[src/rtl/tick_rtc_pkg.sv]
package tick_rtc_pkg;

  localparam int RTC_W = 32;
  typedef logic [RTC_W-1:0] rtc_word_t;

  // word indices of the live registers (byte offset / 4)
  localparam int W_TIME  = 0;
  localparam int W_ALARM = 1;
  localparam int W_LOAD  = 2;
  localparam int W_CTRL  = 3;
  localparam int W_MASK  = 4;
  localparam int W_RAW   = 5;
  localparam int W_MIS   = 6;
  localparam int W_CLR   = 7;

  // number of identification words at the top of the window
  localparam int ID_WORDS = 8;

  typedef struct packed {
    logic alarm;
    logic load;
    logic ctrl;
    logic mask;
    logic clr;
  } wr_strobe_t;

  // visible time: internal count plus software offset
  function automatic rtc_word_t rtc_view(input rtc_word_t count, input rtc_word_t offset);
    return count + offset;
  endfunction

  // count value after one tick
  function automatic rtc_word_t rtc_step(input rtc_word_t count);
    return count + rtc_word_t'(1);
  endfunction

  // interrupt level from sticky status and hide bit
  function automatic logic irq_level(input logic raw, input logic hide);
    return raw & ~hide;
  endfunction

  // identification byte for the idx-th word of the ID block
  function automatic logic [7:0] id_byte(input logic [2:0] idx);
    logic [7:0] b;
    case (idx)
      3'd0: b = 8'h31;
      3'd1: b = 8'h10;
      3'd2: b = 8'h04;
      3'd3: b = 8'h00;
      3'd4: b = 8'h0D;
      3'd5: b = 8'hF0;
      3'd6: b = 8'h05;
      default: b = 8'hB1;
    endcase
    return b;
  endfunction

endpackage

[src/rtl/tick_rtc_prescale.sv]
module tick_rtc_prescale #(
  parameter int unsigned TICKS_PER_SEC = 50_000_000
) (
  input  logic clk,
  input  logic rst_n,
  input  logic run,
  output logic tick
);

  localparam int unsigned CNT_W = (TICKS_PER_SEC > 1) ? $clog2(TICKS_PER_SEC) : 1;

  generate
    if (TICKS_PER_SEC <= 1) begin : g_every
      logic unused_clk;
      assign unused_clk = clk ^ rst_n;
      assign tick = run;
    end else begin : g_div
      localparam logic [CNT_W-1:0] LAST = CNT_W'(TICKS_PER_SEC - 1);
      logic [CNT_W-1:0] cnt_q;

      // held at zero while stopped so a start always begins a full interval
      always_ff @(posedge clk) begin
        if (!rst_n)            cnt_q <= '0;
        else if (!run)         cnt_q <= '0;
        else if (cnt_q == LAST) cnt_q <= '0;
        else                   cnt_q <= cnt_q + CNT_W'(1);
      end

      assign tick = run && (cnt_q == LAST);
    end
  endgenerate

endmodule

[src/rtl/tick_rtc_decode.sv]
module tick_rtc_decode
  import tick_rtc_pkg::*;
#(
  parameter int ADDR_W = 12,
  localparam int WIDX_W = ADDR_W - 2
) (
  input  logic [ADDR_W-1:0] addr,
  input  logic              wr,
  output wr_strobe_t        strb,
  output logic [WIDX_W-1:0] widx
);

  logic unused_lsb;
  assign unused_lsb = ^addr[1:0];

  assign widx = addr[ADDR_W-1:2];

  always_comb begin
    strb       = '0;
    strb.alarm = wr && (widx == WIDX_W'(W_ALARM));
    strb.load  = wr && (widx == WIDX_W'(W_LOAD));
    strb.ctrl  = wr && (widx == WIDX_W'(W_CTRL));
    strb.mask  = wr && (widx == WIDX_W'(W_MASK));
    strb.clr   = wr && (widx == WIDX_W'(W_CLR));
  end

endmodule

[src/rtl/tick_rtc_core.sv]
module tick_rtc_core
  import tick_rtc_pkg::*;
(
  input  logic       clk,
  input  logic       rst_n,
  input  wr_strobe_t strb,
  input  rtc_word_t  wdata,
  input  logic       tick,
  output rtc_word_t  view,
  output rtc_word_t  alarm,
  output rtc_word_t  offset,
  output rtc_word_t  count,
  output logic       run,
  output logic       hide,
  output logic       raw,
  output logic       irq,
  output logic       match_hit,
  output logic       clr_hit
);

  rtc_word_t count_q, alarm_q, offset_q;
  logic      run_q, hide_q, raw_q;
  logic      step_ok;

  // a control write owns the count in its cycle, a tick is dropped then
  assign step_ok   = tick && !strb.ctrl;
  assign match_hit = step_ok && (rtc_view(rtc_step(count_q), offset_q) == alarm_q);
  assign clr_hit   = strb.clr && wdata[0];

  always_ff @(posedge clk) begin
    if (!rst_n) begin
      count_q  <= '0;
      alarm_q  <= '0;
      offset_q <= '0;
      run_q    <= 1'b0;
      hide_q   <= 1'b0;
      raw_q    <= 1'b0;
    end else begin
      if (strb.alarm) alarm_q  <= wdata;
      if (strb.load)  offset_q <= wdata;
      if (strb.mask)  hide_q   <= wdata[0];

      if (strb.ctrl) begin
        run_q   <= wdata[0];
        count_q <= '0;
      end else if (step_ok) begin
        count_q <= rtc_step(count_q);
      end

      if (match_hit)    raw_q <= 1'b1;
      else if (clr_hit) raw_q <= 1'b0;
    end
  end

  assign view   = rtc_view(count_q, offset_q);
  assign alarm  = alarm_q;
  assign offset = offset_q;
  assign count  = count_q;
  assign run    = run_q;
  assign hide   = hide_q;
  assign raw    = raw_q;
  assign irq    = irq_level(raw_q, hide_q);

endmodule

[src/rtl/tick_rtc_readmux.sv]
module tick_rtc_readmux
  import tick_rtc_pkg::*;
#(
  parameter int WIDX_W = 10
) (
  input  logic [WIDX_W-1:0] widx,
  input  rtc_word_t         view,
  input  rtc_word_t         alarm,
  input  rtc_word_t         offset,
  input  logic              run,
  input  logic              hide,
  input  logic              raw,
  output rtc_word_t         rdata
);

  localparam int ID_SEL_W = $clog2(ID_WORDS);

  logic in_id;
  assign in_id = (widx[WIDX_W-1:ID_SEL_W] == '1);

  always_comb begin
    rdata = '0;
    if (in_id) begin
      rdata = rtc_word_t'(id_byte(widx[ID_SEL_W-1:0]));
    end else begin
      case (widx)
        WIDX_W'(W_TIME):  rdata = view;
        WIDX_W'(W_ALARM): rdata = alarm;
        WIDX_W'(W_LOAD):  rdata = offset;
        WIDX_W'(W_CTRL):  rdata = rtc_word_t'(run);
        WIDX_W'(W_MASK):  rdata = rtc_word_t'(hide);
        WIDX_W'(W_RAW):   rdata = rtc_word_t'(raw);
        WIDX_W'(W_MIS):   rdata = rtc_word_t'(irq_level(raw, hide));
        default:          rdata = '0;
      endcase
    end
  end

endmodule

[src/rtl/tick_rtc.sv]
module tick_rtc
  import tick_rtc_pkg::*;
#(
  parameter int unsigned TICKS_PER_SEC = 50_000_000,
  parameter int          ADDR_W        = 12
) (
  input  logic              clk,
  input  logic              rst_n,
  input  logic [ADDR_W-1:0] bus_addr,
  input  logic              bus_wr,
  input  logic [31:0]       bus_wdata,
  output logic [31:0]       bus_rdata,
  output logic              alarm_irq
);

  localparam int WIDX_W = ADDR_W - 2;

  wr_strobe_t        wr_strb;
  logic [WIDX_W-1:0] word_idx;
  logic              sec_tick;
  rtc_word_t         time_view, alarm_val, load_val, sec_count;
  logic              run_bit, hide_bit, raw_bit;
  logic              match_hit, clr_hit;

  tick_rtc_decode #(.ADDR_W(ADDR_W)) u_decode (
    .addr (bus_addr),
    .wr   (bus_wr),
    .strb (wr_strb),
    .widx (word_idx)
  );

  tick_rtc_prescale #(.TICKS_PER_SEC(TICKS_PER_SEC)) u_prescale (
    .clk   (clk),
    .rst_n (rst_n),
    .run   (run_bit),
    .tick  (sec_tick)
  );

  tick_rtc_core u_core (
    .clk       (clk),
    .rst_n     (rst_n),
    .strb      (wr_strb),
    .wdata     (bus_wdata),
    .tick      (sec_tick),
    .view      (time_view),
    .alarm     (alarm_val),
    .offset    (load_val),
    .count     (sec_count),
    .run       (run_bit),
    .hide      (hide_bit),
    .raw       (raw_bit),
    .irq       (alarm_irq),
    .match_hit (match_hit),
    .clr_hit   (clr_hit)
  );

  tick_rtc_readmux #(.WIDX_W(WIDX_W)) u_readmux (
    .widx   (word_idx),
    .view   (time_view),
    .alarm  (alarm_val),
    .offset (load_val),
    .run    (run_bit),
    .hide   (hide_bit),
    .raw    (raw_bit),
    .rdata  (bus_rdata)
  );

endmodule

[config.mk]
export PLATFORM = sky130hd
export DESIGN_NAME = tick_rtc
export DESIGN_NICKNAME = d
export VERILOG_FILES = /design/src/rtl/tick_rtc_pkg.sv /design/src/rtl/tick_rtc_prescale.sv /design/src/rtl/tick_rtc_decode.sv /design/src/rtl/tick_rtc_core.sv /design/src/rtl/tick_rtc_readmux.sv /design/src/rtl/tick_rtc.sv
export SDC_FILE = /design/constraint.sdc
export NUM_CORES = 1
export LEC_CHECK = 0
export BUFFER_PORTS_ARGS = -buffer_cell sky130_fd_sc_hd__buf_2
export CAP_MARGIN = 25
export CORE_MARGIN = 1.5
export CORE_UTILIZATION = 45
export DETAILED_ROUTE_END_ITERATION = 8
export SLEW_MARGIN = 20
export SYNTH_ARGS = -nofsm -noshare
export SYNTH_HDL_FRONTEND = slang
export SYNTH_SLANG_ARGS = --single-unit
[constraint.sdc]
create_clock -name clk -period 8.55 [get_ports clk]
set_input_delay 1.71 -clock clk [delete_from_list [all_inputs] [get_ports clk]]
set_output_delay 1.71 -clock clk [all_outputs]
set_load 0.01 [all_outputs]
# Word-level counts from Yosys, hierarchy flattened
# Index checks and enable logic that the tools add are counted.
[word_totals] in_bits=47 wordCells=51 regBits=125 out_inout_bits=33
[op_classes] bitwise=4 n_addsub=4 reduce_logical=15 mux=5 n_eq_ne=16
[op_table] operator="$pmux W32 S7" n=1
[op_table] operator="$add A32 B32 Y32" n=2
[op_table] operator="$pmux W8 S7" n=1
[op_table] operator="$eq A10 B3 Y1 const B" n=4
[op_table] operator="$add A32 B1 Y32 const B" n=1
[op_table] operator="$eq A32 B32 Y1" n=1
[op_table] operator="$mux W32" n=1
[op_table] operator="$add A26 B1 Y26 const B" n=1
[op_table] operator="$eq A26 B26 Y1 const B" n=1
[op_table] operator="$eq A10 B2 Y1 const B" n=2
[op_table] operator="$eq A10 B1 Y1 const B" n=1
[op_table] operator="$logic_not A10 Y1" n=1
[op_table] operator="$eq A3 B3 Y1 const B" n=3
[op_table] operator="$logic_and A1 B1 Y1" n=9
[op_table] operator="$eq A7 B7 Y1 const B" n=1
[op_table] operator="$eq A3 B2 Y1 const B" n=2
[op_table] operator="$eq A3 B1 Y1 const B" n=1
[op_table] operator="$logic_not A3 Y1" n=1
[op_table] operator="$not A1 Y1" n=3
[op_table] operator="$reduce_or A3 Y1" n=1
[op_table] operator="$mux W1" n=2
[op_table] operator="$reduce_bool A2 Y1" n=1
[op_table] operator="$reduce_or A2 Y1" n=1
[op_table] operator="$and A1 B1 Y1" n=1
[op_table] operator="$logic_not A1 Y1" n=1

# Depth between registers and ports, before layout
[logic_depth] ltp_word=6 ltp_mapped=19 depth_no_buf=18

# Modules after synthesis
# A second synthesis with hierarchy kept.
[unflattened] hier_cells=1376 area_unflattened_um2=11020.6
[by_module_without_submodules] module="tick_rtc_core" instances=1 area_each_um2=8644.5 seq_area_each_um2=1981.9 cells_per_inst=1049
[by_module_without_submodules] module="tick_rtc_prescale" instances=1 area_each_um2=1253.7 seq_area_each_um2=520.5 cells_per_inst=141
[by_module_without_submodules] module="tick_rtc_readmux" instances=1 area_each_um2=955.9 seq_area_each_um2=0.0 cells_per_inst=165
[by_module_without_submodules] module="tick_rtc_decode" instances=1 area_each_um2=166.4 seq_area_each_um2=0.0 cells_per_inst=21

# Worst setup path before layout
# Ideal clock, no wire load.
[synth_timing] path_kind="in2out" from="input bus_addr[8]" to="output bus_rdata[16]" path_buffers=3 cell_stages=8 required_time_ps=6840 t_arrival_ps=3629 path_slack_ps=3211 cell_sequence="or4_1 -> or2_1 -> buf_6 -> nor3_1 -> nand2b_1 -> clkbuf_1 -> clkbuf_1 -> o21ai_0"
[synth_via] elab_chain_cells=3 word_cells_on_any_way=10 classes_between="7 x eq/ne; 2 x mux; 1 x reduce/logical"
[synth_lines] element="start, declared" line="tick_rtc.sv:9" source="input logic [ADDR_W-1:0] bus_addr,"
[synth_lines] element="$eq A10 B3 Y1, or another cell as far along" line="tick_rtc_readmux.sv:26" source="case (widx)"
[synth_lines] element="$pmux W32 S7" line="tick_rtc_readmux.sv:26"
[synth_lines] element="$mux W32 *" line="tick_rtc_readmux.sv:23" source="if (in_id) begin"
[synth_lines] element="end, declared" line="tick_rtc.sv:12" source="output logic [31:0] bus_rdata,"
# Every way passes the cells marked *; elsewhere a longest branch is shown, timed or not.

# Worst setup path after layout
[layout_timing] from="input bus_addr[8]" to="output bus_rdata[12]"
# The elaborated chain is that of the path after synthesis.

==> results.cfg <==
[timing]
rsz0062_at_grt = false
slew_headroom = 0.320
setup_violations = 0
min_period_over_period = 0.704
fmax_ghz = 0.166
skew_ps = 13.7
fin_crit_ps = 6020
final.setup.tns_ps = 0
tightest_slew_ps = 994
holdWs_ps = 464
finalHoldViolations = 0
finalMaxSlewViolations = 0

[die]
die_area_um2 = 23900
coreArea_um2 = 22600
die_y_um = 154
pin_count = 80
die_w_um = 154
std_cell_rows = 55
initial_core_util = 0.457

[synth]
synthMostInstantiatedCell = nand2_1
synth_xor_area_frac = 0.120
yosys_warnings = 0
synth-seq-area-share = 0.242
synthMuxAreaShare = 0.0158
synth_top_family_by_area = simple AND/OR/NAND/NOR gates
synth_cell_types = 83
synth.area.top_cells = dfxtp_1 24%, nand2_1 8.7%, ha_1 7.9%
synth_area_um2 = 10300
syn_inst = 1384
syn_area_per_cell_um2 = 7.46
synthArstFlopShare = 0
yosysTopAreaCellShare = 0.242
syn_nets = 1498
ys_top_cells_by_count = 240 x nand2_1, 138 x nor2_1, 125 x dfxtp_1, 78 x a21oi_1, 71 x xnor2_1
yosys.area_share.adder = 0.0827
yosysTopAreaCell = dfxtp_1
synth-edff-count = 0
yosys.area_share.simple = 0.265
ys_seq_elements = 125
ys.flop_type = dfxtp_1
synth-compound-area-share = 0.238

[drt]
wl_per_cell_um = 19.0
drt_first_pass_iters = 6
drt-total-wl_um = 32800
via_count = 10128
drc_errors = 0
vias_per_cell = 5.86
drt_iter0_markers = 833
ant_nets = 0

[critical_path]
required_ps = 6840
startpoint_type = primary input
crit_arrival_ps = 4310
critPathCaptureType = output pin
timing.setup.critical_path_class = in -> out
worstPathMaxFanout = 17

[placement]
place_area_um2 = 10900
dp_cells = 1694
hpwl_um = 25900
place.gp.congestion = 0.974
numPortBuffers = 77

[status]
status = complete, no violations

[final_layout]
stdcell_count = 1728
nets = 1543
drive_above_1_share = 0.105
stdcell_area_um2 = 11500
syn_to_final_growth_pct = 11.0

[cts]
cts_root_buffer = clkbuf_16
cts_made_buffers = 17
max-clock-path-buffers = 2
cts_resized = 0
clock_latency_ps = 440
cts.sinks = 125
clkTransAtPathRegs_ps = 60
hold_buffers = 0
cts_setup_buffers = 0
cts-htree-levels = 4
cts_tree = done

[pwr]
p_leak_nw = 4.53
pwr-share-clk = 0.528
switchingPower_w = 0.000336
power_switching_share = 0.256
seq_power_share = 0.444
p_per_area_nw_per_um2 = 115
vdd_ir_drop_max_mv = 0.0985
combPwrFrac = 0.028
p_int_w = 0.000977

[global_route]
gr-total-overflow = 0
grt_max_degree = 71
groute.usage.overall = 0.276
grt_pass1_wl_um = 51200
antenna_found_initial = 1
grt_pass1_vias = 9455

[min_path]
hold_class = reg -> reg

[run]
max_cap_viol_count = 0
==> layout by cell type (no fill, tap or decap), types with 26 or more instances in the layout <==
| cell type | instances |
|---|---|
| o21ai_0 | 57 |
| ha_1 | 65 |
| nor3_1 | 30 |
| a21boi_1 | 62 |
| buf_2 | 77 |
| a21oi_1 | 78 |
| nand2_1 | 240 |
| nand3_1 | 37 |
| xor2_1 | 70 |
| dfxtp_1 | 125 |
| xnor2_1 | 71 |
| nand4_1 | 33 |
| inv_1 | 26 |
| nor2_1 | 138 |
==> routing by layer <==
layer / vias to the layer above / track usage / routed length [um]
li1: 5054 / - / -
met1: 4727 / 0.382 / 15200
met2: 297 / 0.416 / 14300
met3: 50 / 0.0703 / 2420
met4: 0 / 0.0952 / 804
met5: - / 0 / 0
==> flip-flops by register name (all words and copies together), names as in the netlist <==
signal,count
u_core.hide,1
u_core.count,32
u_core.alarm,32
u_core.raw,1
u_prescale.g_div.cnt_q,26
u_core.offset,32
u_core.run,1
==> power by group through the flow <==
stage          registers, W  clock network (W)   logic, W
3_3_place_gp       0.000596                  0  0.0000360
2_1_floorplan      0.000595                  0  0.0000173
4_1_cts            0.000582           0.000704  0.0000370
3_5_place_dp       0.000596                  0  0.0000368
5_1_grt            0.000582           0.000731  0.0000399
6_report           0.000583           0.000692  0.0000374
==> area by class of cell <==
type | instances | area [um2]
Antenna cell | 1 | 2.50
Clock buffer | 17 | 425
Clock inverter | 15 | 128
Fill cell | 2260 | 11100
Inverter | 27 | 101
Multi-Input combinational cell | 1169 | 7460
Sequential cell | 125 | 2500
Tap cell | 285 | 357
Timing Repair Buffer | 89 | 487
==> critical path, stage by stage <==
cell	delay, ps
buf_2	100
or4_1	540
or2_1	380
nor3_2	190
buf_4	240
nand2b_1	390
o31ai_1	530
buf_2	210
==> path summary, 6_finish.rpt <==
check | slack, ps | from | to | depth (start not counted)
setup / recovery | 2530 | bus_addr[8] | bus_rdata[12] | 8
hold / removal | 460 | u_prescale.g_div.cnt_q[0] | u_prescale.g_div.cnt_q[0] | 1
setup reg to reg | 3010 | u_core.count[0] | u_core.raw | 16
hold reg to reg | 460 | u_prescale.g_div.cnt_q[0] | u_prescale.g_div.cnt_q[0] | 1
==> per-stage QoR <==
step / power (W) / setup WS (ps) / utilization
floorplan: 0.000613 / 3210 / -
global placement: 0.000632 / 2520 / 0.482
detailed placement: 0.000632 / 2560 / 0.483
CTS: 0.00132 / 2550 / 0.507
global route: 0.00135 / 2310 / 0.508
finish: 0.00131 / 2530 / 0.508
==> logic make-up (layout without fill, tap and decap cells) <==
logic type | count (synthesis) | after routing
DFF | 125 | 125
buffers and inverters | 90 | 148
adders and majority gates | 67 | 67
and+or+nand+nor | 581 | 581
xor gates and xnor gates | 141 | 141
other | 0 | 1
muxes | 16 | 16
AOI/OAI and AO/OA | 364 | 364
(Power assumes the default switching activity.)
